[src/rtl/ipc_dispatch.sv]
module ipc_dispatch #(
  parameter int unsigned NCPU     = 4,
  parameter logic [5:0]  POR_CODE = 6'h01
) (
  input  logic        clk,
  input  logic        rst_n,
  input  logic        cmd_wr,
  input  logic [31:0] cmd_word,
  input  logic        err_clr,
  input  logic        ack,
  output logic        post_int,
  output logic        post_rst,
  output logic        post_halt,
  output logic        post_resume,
  output logic [4:0]  tgt_cpu,
  output logic [5:0]  tgt_vec,
  output logic        cmd_busy,
  output logic        rst_err
);

  typedef enum logic [2:0] {
    K_NONE, K_INT, K_RST, K_HALT, K_RES
  } kind_t;

  kind_t      pend, want;
  logic [4:0] cpu_q;
  logic [5:0] vec_q;

  logic [1:0] f_type;
  logic [4:0] f_cpu;
  logic [5:0] f_vec;
  logic       active, in_range, vec_ok, fresh, take, bad_rst;

  assign f_type   = cmd_word[17:16];
  assign f_cpu    = cmd_word[12:8];
  assign f_vec    = cmd_word[5:0];

  assign active   = (pend != K_NONE);
  assign in_range = 32'(f_cpu) < NCPU;
  assign vec_ok   = (f_type != 2'd1) || (f_vec == POR_CODE);
  assign fresh    = cmd_wr && !active && in_range;
  assign take     = fresh && vec_ok;
  assign bad_rst  = fresh && !vec_ok;

  always_comb begin
    case (f_type)
      2'd0:    want = K_INT;
      2'd1:    want = K_RST;
      2'd2:    want = K_HALT;
      default: want = K_RES;
    endcase
  end

  always_ff @(posedge clk) begin
    if (!rst_n) begin
      pend     <= K_NONE;
      cpu_q    <= '0;
      vec_q    <= '0;
      cmd_busy <= 1'b0;
      rst_err  <= 1'b0;
    end else begin
      cmd_busy <= cmd_wr && active;
      if (bad_rst)      rst_err <= 1'b1;
      else if (err_clr) rst_err <= 1'b0;
      if (active && ack) begin
        pend <= (pend == K_RST) ? K_RES : K_NONE;
      end else if (take) begin
        pend  <= want;
        cpu_q <= f_cpu;
        vec_q <= f_vec;
      end
    end
  end

  assign post_int    = (pend == K_INT);
  assign post_rst    = (pend == K_RST);
  assign post_halt   = (pend == K_HALT);
  assign post_resume = (pend == K_RES);
  assign tgt_cpu     = cpu_q;
  assign tgt_vec     = vec_q;

endmodule


[config.mk]
export PLATFORM = sky130hd
export DESIGN_NAME = ipc_dispatch
export DESIGN_NICKNAME = d
export VERILOG_FILES = /design/src/rtl/ipc_dispatch.sv
export SDC_FILE = /design/constraint.sdc
export NUM_CORES = 1
export LEC_CHECK = 0
export BUFFER_PORTS_ARGS = -buffer_cell sky130_fd_sc_hd__buf_2
export CAP_MARGIN = 20
export CORE_ASPECT_RATIO = 1.25
export CORE_MARGIN = 2
export CORE_UTILIZATION = 41
export CTS_BUF_LIST = sky130_fd_sc_hd__clkbuf_8
export CTS_CLUSTER_SIZE = 8
export DETAILED_ROUTE_END_ITERATION = 10
export PLACE_DENSITY = 0.78
export SLEW_MARGIN = 5
export SYNTH_ARGS = -nofsm -noshare
export SYNTH_HDL_FRONTEND = slang
export SYNTH_SLANG_ARGS = --single-unit
[constraint.sdc]
create_clock -name clk -period 2 [get_ports clk]
set_input_delay 0.1 -clock clk [delete_from_list [all_inputs] [get_ports clk]]
set_output_delay 0.1 -clock clk [all_outputs]
set_load 0.01 [all_outputs]
==> results.ini <==
[status]
status=complete, no violations

[grt]
grt_pass1_wl_um=2360
antenna_found_initial=0
gr-total-overflow=0
grt_use_total_pct=14.0
grt_pass1_vias=596
grt_max_degree=29

[cells_and_area]
fin_cells=137
multiInputGateArea_um2=402
fin_nets=160
final_cell_mix=buf_2 (34), nand2_1 (18), dfxtp_1 (16)
n_antenna_cell=0
regArea_um2=320
layout_commonest_cell=buf_2
fillers=170
area_delta_synth_final_pct=31.8
drive_gt1_share_pct=33.9

[sta]
setup_viol=0
whs_ns=0.100
slew_headroom_pct=71.2
final-max-slew-violation-count=0
period_share_pct=85.8
hold_viol=0
fin_crit_ns=1.72
worstMarginPinSlew_ns=0.432
clock_skew_ns=0.00176
rsz0062_at_grt=false
fmax_mhz=583
tns_ns=0

[placement]
place_inst=133
numPortBuffers=34
routabilityCongestion=0.710
dp_hpwl_um=1050

[setup_path]
crit_required_ns=2.17
cp_max_fo=8
cp-start-kind=register
critPathArrivalTime_ns=1.89
end_kind=register
path_class=register to register

[synthesis]
ys_top_cells_by_area=dfxtp_1 (43%), mux2i_1 (11%), nand2_1 (9.0%), ha_1 (6.7%), and3_1 (3.3%)
synth_top_area_share_pct=42.8
syn-mean-instance-area_um2=9.01
mappedNetlistNets=124
synth_area_um2=748
synthCells=83
synth_warnings=0
ys_types=25
ys.flop_type=dfxtp_1
async_reset_ff_share_pct=0
synthDominantAreaCellType=dfxtp_1
synth_edf_count=0
ys_seq_area_share_pct=42.8
synth-seq-cells=16

[floorplan]
core_area_um2=1740
ios=54
start_util_pct=42.9
num_rows=17
dieArea_um2=2180
die_x_um=42.2
die_h_um=51.8

[clocking]
cts.sinks=16
clkSlewWorstSetupHoldPaths_ns=0.06
clockBufferDepth=2
cts_made_buffers=3
ctsHoldBuffers=0
cts_tree=done
cts-resized-gates=0
cts_setup_buffers=0
clock-root-buffer=clkbuf_8
htreeDepth=1
worstSkewPairLatency_ns=0.24

[drt]
vias=667
wl_per_cell_um=9.94
ant_nets=0
drc=0
drt_wl_total_um=1360
drt_iter0_markers=3
viasPerCell=4.87
drtPass1Iterations=4

[power]
p_leak_nw=0.496
power.total_w=0.000663
power.density_nw_per_um2=673
irDropWorstVdd_mv=0.540

[worst_hold_path]
hold_class=input port to register

[job]
max_cap_viol_count=0

## worst max-delay path, cell delays in order (launching register included)
cell and delay, ns:
dfxtp_1 0.35, or3_1 0.41, nor4_2 0.31, nor2b_1 0.18
buf_4 0.20, mux2i_1 0.19
## layer usage
metal / vias to the layer above / wire (um) / GRT usage [%]
met3: 2 / 105 / 3.82
met5: - / 0 / 0
li1: 351 / - / -
met2: 24 / 621 / 24.6
met4: 0 / 9 / 6.25
met1: 290 / 625 / 15.5
## registers in the layout, summed over array words and instances (netlist names)
signal,count
pend,3
cmd_busy,1
tgt_cpu,5
rst_err,1
tgt_vec,6
## layout make-up
type	instances	area share [%]
tap	19	2.41
timing repair buffer	35	18.0
multi-input combinational	61	40.7
sequential	16	32.5
inverter	2	0.761
clock buffer	4	5.58
## where the power goes
part	internal [W]	leakage (nW)	switching [W]	total (W)
registers	0.000323	0.129	0.00000255	0.000325
clock network	0.000174	0.0288	0.000104	0.000278
logic	0.0000290	0.338	0.0000313	0.0000603
## path summary, 6_finish.rpt
| kind | from | to | slack [ns] | depth (start not counted) |
|---|---|---|---|---|
| hold reg to reg | tgt_vec[5]$_SDFFE_PN0P_ | tgt_vec[5]$_SDFFE_PN0P_ | 0.46 | 2 |
| setup / recovery | pend[0]$_SDFFE_PN0P_ | tgt_vec[2]$_SDFFE_PN0P_ | 0.28 | 5 |
| hold / removal | cmd_word[8] | tgt_cpu[0]$_SDFFE_PN0P_ | 0.10 | 3 |
| setup reg to reg | pend[0]$_SDFFE_PN0P_ | tgt_vec[2]$_SDFFE_PN0P_ | 0.28 | 5 |
## through the flow
step	setup WS, ns	instance area [um^2]	util [%]
finish	0.284	986	56.5
global placement	0.300	931	53.4
CTS	0.262	986	56.5
global route	0.0929	986	56.5
floorplan	0.444	748	-
detailed placement	0.294	931	53.4
## logic make-up (layout without fill, tap and decap cells)
kind of cell / Yosys count / in the layout / share of synthesized area [%]
compound gates: 7 / 7 / 5.85
fa+ha+maj: 4 / 4 / 6.69
buf+inv: 6 / 41 / 3.51
flops: 16 / 16 / 42.8
mux: 8 / 8 / 10.7
simple gates: 42 / 42 / 30.4
## synthesized netlist by cell type (2+ instances only)
master     n
nand2b_1   2
ha_1       4
mux2i_1    8
o21ai_0    3
and3_1     4
nor2_1     3
nor2b_1    3
nand3b_1   3
dfxtp_1   16
nand2_1   18
clkbuf_1   3
nor3b_1    2
inv_1      2
(Power assumes the default switching activity.)
